File: config.mk
export PLATFORM = sky130hd
export DESIGN_NAME = monEntryTop
export DESIGN_NICKNAME = d
export VERILOG_FILES = /design/src/rtl/monEntryPkg.sv /design/src/rtl/monEntryCtl.sv /design/src/rtl/monEntryDp.sv /design/src/rtl/monEntryTop.sv
export SDC_FILE = /design/constraint.sdc
export NUM_CORES = 1
export LEC_CHECK = 0
export BUFFER_PORTS_ARGS = -buffer_cell sky130_fd_sc_hd__buf_2
export CORE_AREA = 2 2 39 41
export DETAILED_ROUTE_END_ITERATION = 12
export DIE_AREA = 0 0 41 43
export PLACE_DENSITY_LB_ADDON = 0.3
export SYNTH_ARGS = -nofsm -noshare
export SYNTH_HDL_FRONTEND = slang
export SYNTH_HIERARCHICAL = 1
export SYNTH_SLANG_ARGS = --single-unit
File: constraint.sdc
create_clock -name clk -period 1.5 [get_ports clk]
set_clock_uncertainty 0.2 [all_clocks]
set_input_delay 0.075 -clock clk [delete_from_list [all_inputs] [get_ports clk]]
set_output_delay 0.075 -clock clk [all_outputs]
set_load 0.01 [all_outputs]
File: src/rtl/monEntryPkg.sv
package monEntryPkg;

  typedef enum logic [1:0] {
    ENTRY_USER   = 2'd0,
    ENTRY_NORMAL = 2'd1,
    ENTRY_FORCED = 2'd2
  } entryKind_e;

  typedef enum logic {
    CTL_WAIT = 1'b0,
    CTL_DONE = 1'b1
  } ctlState_e;

  // strobes from control to datapath
  typedef struct packed {
    logic       latch;        // deciding edge, capture outcome
    entryKind_e kind;         // chosen outcome
    logic       fastClk;      // divide-by-two bypass granted
    logic       wdFollowIrq;  // watchdog hold tied to interrupt-pin voltage
    logic       wantExtra;    // blank vector seen at decision
    logic       irqLow;       // interrupt-pin voltage absent this cycle (after decision)
  } ctlStrobe_t;

endpackage

File: src/rtl/monEntryCtl.sv
module monEntryCtl
  import monEntryPkg::*;
(
  input  logic       clk,
  input  logic       rstN,
  input  logic       rstPin,
  input  logic       irqHv,
  input  logic       rstHv,
  input  logic       divSel,
  input  logic       vecBlank,
  output ctlStrobe_t strobe
);

  ctlState_e state;
  logic      rstPinQ;
  logic      pinRise;

  always_ff @(posedge clk or negedge rstN) begin
    if (!rstN) begin
      rstPinQ <= 1'b1;
      state   <= CTL_WAIT;
    end else begin
      rstPinQ <= rstPin;
      if (strobe.latch) state <= CTL_DONE;
    end
  end

  assign pinRise = rstPin & ~rstPinQ;

  always_comb begin
    strobe             = '0;
    strobe.kind        = ENTRY_USER;
    if (state == CTL_WAIT && pinRise) begin
      strobe.latch = 1'b1;
      if (irqHv || rstHv) begin
        strobe.kind        = ENTRY_NORMAL;
        strobe.fastClk     = irqHv & ~divSel;
        strobe.wdFollowIrq = ~rstHv;
        strobe.wantExtra   = vecBlank;
      end else if (vecBlank) begin
        strobe.kind      = ENTRY_FORCED;
        strobe.wantExtra = 1'b1;
      end
    end
    strobe.irqLow = (state == CTL_DONE) && !irqHv;
  end

  AST_ONE_DECISION: assert property (@(posedge clk) disable iff (!rstN)
    (state == CTL_DONE) |-> !strobe.latch);

  AST_DECIDE_ON_RISE: assert property (@(posedge clk) disable iff (!rstN)
    strobe.latch |-> (rstPin && !rstPinQ));

endmodule

File: src/rtl/monEntryDp.sv
module monEntryDp
  import monEntryPkg::*;
#(
  parameter int PAGE_W       = 8,
  parameter int MON_PAGE     = 'hFE,
  parameter int USER_PAGE    = 'hFF,
  parameter int EXTRA_CYCLES = 1
) (
  input  logic              clk,
  input  logic              rstN,
  input  ctlStrobe_t        strobe,
  output logic              monMode,
  output logic              forcedMode,
  output logic              busDiv2,
  output logic              wdDisable,
  output logic [PAGE_W-1:0] vecPage,
  output logic              extraRst
);

  localparam logic [PAGE_W-1:0] MON_PG  = PAGE_W'(MON_PAGE);
  localparam logic [PAGE_W-1:0] USER_PG = PAGE_W'(USER_PAGE);

  logic monQ, forcedQ, div2Q, wdDisQ, wdFollowQ;
  logic [PAGE_W-1:0] pageQ;
  logic isMon;

  assign isMon = (strobe.kind != ENTRY_USER);

  always_ff @(posedge clk or negedge rstN) begin
    if (!rstN) begin
      monQ      <= 1'b0;
      forcedQ   <= 1'b0;
      div2Q     <= 1'b0;
      wdDisQ    <= 1'b0;
      wdFollowQ <= 1'b0;
      pageQ     <= USER_PG;
    end else if (strobe.latch) begin
      monQ      <= isMon;
      forcedQ   <= (strobe.kind == ENTRY_FORCED);
      div2Q     <= (strobe.kind == ENTRY_NORMAL) & strobe.fastClk;
      wdDisQ    <= isMon;
      wdFollowQ <= (strobe.kind == ENTRY_NORMAL) & strobe.wdFollowIrq;
      pageQ     <= isMon ? MON_PG : USER_PG;
    end else if (strobe.irqLow && wdFollowQ) begin
      wdDisQ    <= 1'b0;
      wdFollowQ <= 1'b0;
    end
  end

  generate
    if (EXTRA_CYCLES > 0) begin : g_extra
      localparam int CNT_W = $clog2(EXTRA_CYCLES + 1);
      localparam logic [CNT_W-1:0] CNT_LOAD = CNT_W'(EXTRA_CYCLES);
      logic [CNT_W-1:0] extraCnt;
      always_ff @(posedge clk or negedge rstN) begin
        if (!rstN)
          extraCnt <= '0;
        else if (strobe.latch)
          extraCnt <= (isMon && strobe.wantExtra) ? CNT_LOAD : '0;
        else if (extraCnt != '0)
          extraCnt <= extraCnt - 1'b1;
      end
      assign extraRst = (extraCnt != '0);
    end else begin : g_noExtra
      assign extraRst = 1'b0;
    end
  endgenerate

  assign monMode    = monQ;
  assign forcedMode = forcedQ;
  assign busDiv2    = div2Q;
  assign wdDisable  = wdDisQ;
  assign vecPage    = pageQ;

  AST_MODE_HELD: assert property (@(posedge clk) disable iff (!rstN)
    !strobe.latch |=> ($stable(monQ) && $stable(pageQ) && $stable(div2Q)));
  AST_DIV_NORMAL_ONLY: assert property (@(posedge clk) disable iff (!rstN)
    div2Q |-> (monQ && !forcedQ));
  AST_FORCED_IS_MON: assert property (@(posedge clk) disable iff (!rstN)
    forcedQ |-> monQ);
  AST_FORCED_WD_OFF: assert property (@(posedge clk) disable iff (!rstN)
    forcedQ |-> wdDisQ);
  AST_WD_NO_REARM: assert property (@(posedge clk) disable iff (!rstN)
    (!wdDisQ && !strobe.latch) |=> !wdDisQ);
  AST_PAGE_TRACKS_MODE: assert property (@(posedge clk) disable iff (!rstN)
    (pageQ == MON_PG) == monQ);
  AST_EXTRA_IN_MON: assert property (@(posedge clk) disable iff (!rstN)
    extraRst |-> monQ);

endmodule

File: src/rtl/monEntryTop.sv
module monEntryTop
  import monEntryPkg::*;
#(
  parameter int PAGE_W       = 8,
  parameter int MON_PAGE     = 'hFE,
  parameter int USER_PAGE    = 'hFF,
  parameter int EXTRA_CYCLES = 1
) (
  input  logic              clk,
  input  logic              rstN,
  input  logic              rstPin,
  input  logic              irqHv,
  input  logic              rstHv,
  input  logic              divSel,
  input  logic              vecBlank,
  output logic              monMode,
  output logic              forcedMode,
  output logic              busDiv2,
  output logic              wdDisable,
  output logic [PAGE_W-1:0] vecPage,
  output logic              extraRst
);

  ctlStrobe_t strobe;

  monEntryCtl u_ctl (
    .clk      (clk),
    .rstN     (rstN),
    .rstPin   (rstPin),
    .irqHv    (irqHv),
    .rstHv    (rstHv),
    .divSel   (divSel),
    .vecBlank (vecBlank),
    .strobe   (strobe)
  );

  monEntryDp #(
    .PAGE_W       (PAGE_W),
    .MON_PAGE     (MON_PAGE),
    .USER_PAGE    (USER_PAGE),
    .EXTRA_CYCLES (EXTRA_CYCLES)
  ) u_dp (
    .clk        (clk),
    .rstN       (rstN),
    .strobe     (strobe),
    .monMode    (monMode),
    .forcedMode (forcedMode),
    .busDiv2    (busDiv2),
    .wdDisable  (wdDisable),
    .vecPage    (vecPage),
    .extraRst   (extraRst)
  );

endmodule

==> impl_results.md <==
* Pin count of the biggest net entering global routing at 13
* CP bufs+invs at 2
* CP Depth at 6
* Pre-antenna DRT Iters at 4
* Vias in the first global route at 349
* Clk sink count at 9
* R2r setup slk at -0.04 ns
* Worst hold-check path type: input port to register
* Seq cells post-synth at 9
* Worst Reg-to-Reg Cells at 6
* # IOs at 20
* Crit path max-delay cell type: dfstp_2
* Remaining Overflow, GRT at 0
* CTS Buf Count at 3
* Min cycle time layout at 1.54 ns
* Setup TNS at -0.0383 ns
* Worst vdd ir at 0.413 mV
* Clk root buf: clkbuf_4
* Area contributors post-synth: dfrtp_1 35%, buf_4 12%, dfstp_2 11%
* Synth warnings at 6
* Final wirelength at just over 900 µm
* Post-DP HPWL at 645 µm
* Final Non-Filler Cells at 88
* Initial antenna violation count at 0
* Die Y at 43 µm
* Syn avg cell area at 10.5 µm²
* Crit path capture type: register
* Initial Util at between 30% and 40%
* Post-Route Utilization at between 40% and 50%
* Drt wl/cell at 10.4 µm
* # placed instances at 76
* Num rows at 14
* GRT Util Overall at 12.8%
* Critical Path AT at roughly 1.5 ns
* Pwr/cell area at just over 800 mW/mm²
* Reg2reg start: u_ctl/rstPinQ
* RSZ-0062 raised after global routing: yes
* Core Region at 0.00138 mm²
* Area Overhead vs Synth at 37.0%
* Crit-path max FO at 5
* Worst setup path class: register to register
* DRC viols at 0
* Iteration-0 DRC Markers at 4
* DIE AREA at 0.00176 mm²
* Fin crit share at 103%
* Max-cap viol count at 0
* TritonCTS clock tree: yes
* ANT nets after route at 0
* Mapped Cells at 47
* Netlist cell types at 21
* Worst-Skew Late Latency at roughly 0.25 ns
* PnR worst setup slack at -0.0383 ns
* I/O Buffers at 12
* F_max at approximately 0.65 GHz
* Leak pwr at roughly 0.00033 µW
* Max Root-Sink Buffers at 2
* Status: complete, but fails checks
* Vias per inst at 4.43
* Leading area contributor after synthesis: dfrtp_1
* Seq/Total Area, Yosys at 46.1%
* Netlist Area Pre-Place at 494 µm²
* Final Hold Vio Count at 0
* Slew Limit Fails at 0
* CP max stage delay at 0.36 ns
* Worst r2r dst: u_dp/vecPage[0]
* Layout cell share with drive strength beyond 1 at 40.3%
* Vias at 390
* Violated checks: setup timing
* CP endpoint: u_dp/vecPage[0]
* GPL Wtd Cong at 0.719
* First-pass GRT wire length at 1500 µm
* H-tree levels at 1
* Clock Pin Slew Worst Setup and Hold Paths at 0.06 ns
* Setup violators final at 1
* CP Cell Sequence: nand2b_4, buf_6, nor3_2, buf_4, nor2_4, mux2_4
* Diodes inserted at 0
* Nets at 80
* CP top delay family: simple AND/OR/NAND/NOR gates
* Yosys top cell area share at 35.4%
* Critical path launch point type: register
* Crit path launch: u_ctl/rstPinQ
* Die X-Extent at 41 µm
* CP Data Required Time at 1.49 ns
-- cells by family after synthesis --
group / count (synthesis) / synth area share, %
compound gates: 7 / 8.10
buf+inv: 10 / 13.7
other cells: 1 / 0.759
mux: 1 / 3.04
simple gates: 19 / 28.4
flops: 9 / 46.1
-- stage by stage --
| step | area, µm² | hold slack (ns) | setup slack [ns] | total power (µW) |
|---|---|---|---|---|
| 6_report | 677 | 0.0782 | -0.0383 | 562 |
| 3_3_place_gp | 559 | -0.262 | -0.104 | 363 |
| 2_1_floorplan | 517 | -0.421 | 0.00799 | 339 |
| 4_1_cts | 669 | 0.0694 | -0.0302 | 567 |
| 5_1_grt | 677 | 0.0911 | -0.0974 | 594 |
| 3_5_place_dp | 559 | -0.258 | -0.137 | 364 |
-- flip-flops by register name (all words and copies together), names as in the netlist --
name and flops:
u_dp/monMode 1, u_dp/wdFollowQ 1, u_dp/vecPage 1, u_ctl/rstPinQ 1, u_dp/wdDisable 1, u_dp/extraRst 1, u_ctl/state 1, u_dp/busDiv2 1
u_dp/forcedMode 1
-- where the power goes --
part / total (µW) / internal (µW) / switching, µW
registers: 276 / 267 / 9.09
clock network: 187 / 103 / 84.6
logic: 99.4 / 52.0 / 47.4
-- worst min-delay path, cell delays in order --
cell	delay, ns
buf_2	0.13
nand2b_4	0.09
nor2_2	0.10
nand2_1	0.07
nor2_1	0.04
-- routing by layer --
metal / vias to the layer above / routed length, µm / GRT usage, %
li1: 198 / - / -
met1: 180 / 427 / 18.4
met2: 12 / 437 / 17.5
met3: 0 / 51 / 1.57
met4: 0 / 0 / 8.00
met5: - / 0 / 0
-- what timing repair did --
action / 4_1_cts / 5_1_grt
buffers inserted: 1 / 1
hold buffers: 6 / 0
gates resized for setup: 7 / 1
hold endpoints to repair: 13 / 0
pin swaps: 1 / 1
endpoints found under the setup margin: 7 / 6
-- placed cells by master (no fill, tap or decap) --
master,n
nand3b_1,1
buf_6,1
nor2_1,5
o21ai_1,4
buf_4,4
nand2_1,1
a21oi_1,1
mux2_4,1
nor2_2,1
nand4bb_1,1
nor3_2,1
dfstp_2,2
inv_1,2
nor3b_1,1
o21ai_0,1
clkbuf_1,1
nor4bb_4,1
clkbuf_4,3
and2b_1,1
nand4b_1,2
conb_1,7
a21bo_2,1
nand2b_4,1
nor2_4,1
nand2b_1,2
dfrtp_1,7
buf_2,12
dlygate4sd3_1,6
-- cell usage after synthesis --
master	n
a21bo_2	1
a21oi_1	1
and2b_1	1
buf_4	8
conb_1	1
dfrtp_1	7
dfstp_2	2
inv_1	2
mux2_4	1
nand2_1	1
nand2b_1	2
nand2b_4	1
nand3b_1	1
nand4b_1	2
nand4bb_1	1
nor2_1	6
nor2_2	1
nor3_1	1
nor3b_1	1
nor4bb_4	1
o21ai_0	5
-- how the worst min path moves through the flow --
| stage | startpoint | to | slack, ns | depth (start not counted) |
|---|---|---|---|---|
| 2_1_floorplan | rstN | u_ctl/state | -0.42 | 0 |
| 3_3_place_gp | rstN | u_dp/extraRst | -0.26 | 1 |
| 3_5_place_dp | rstN | u_dp/extraRst | -0.26 | 1 |
| 4_1_cts | irqHv | u_dp/busDiv2 | 0.07 | 5 |
| 5_1_grt | irqHv | u_dp/busDiv2 | 0.09 | 5 |
| 6_report | rstPin | u_dp/extraRst | 0.08 | 5 |
-- final cells by class --
type,count,area [µm²]
clock buffers,4,26.3
multi-input cells,34,234
well taps,16,20.0
repair buffers,23,161
inverters,2,7.51
fillers,134,707
flip-flops and latches,9,228
Power figures use the tool's default switching activity.
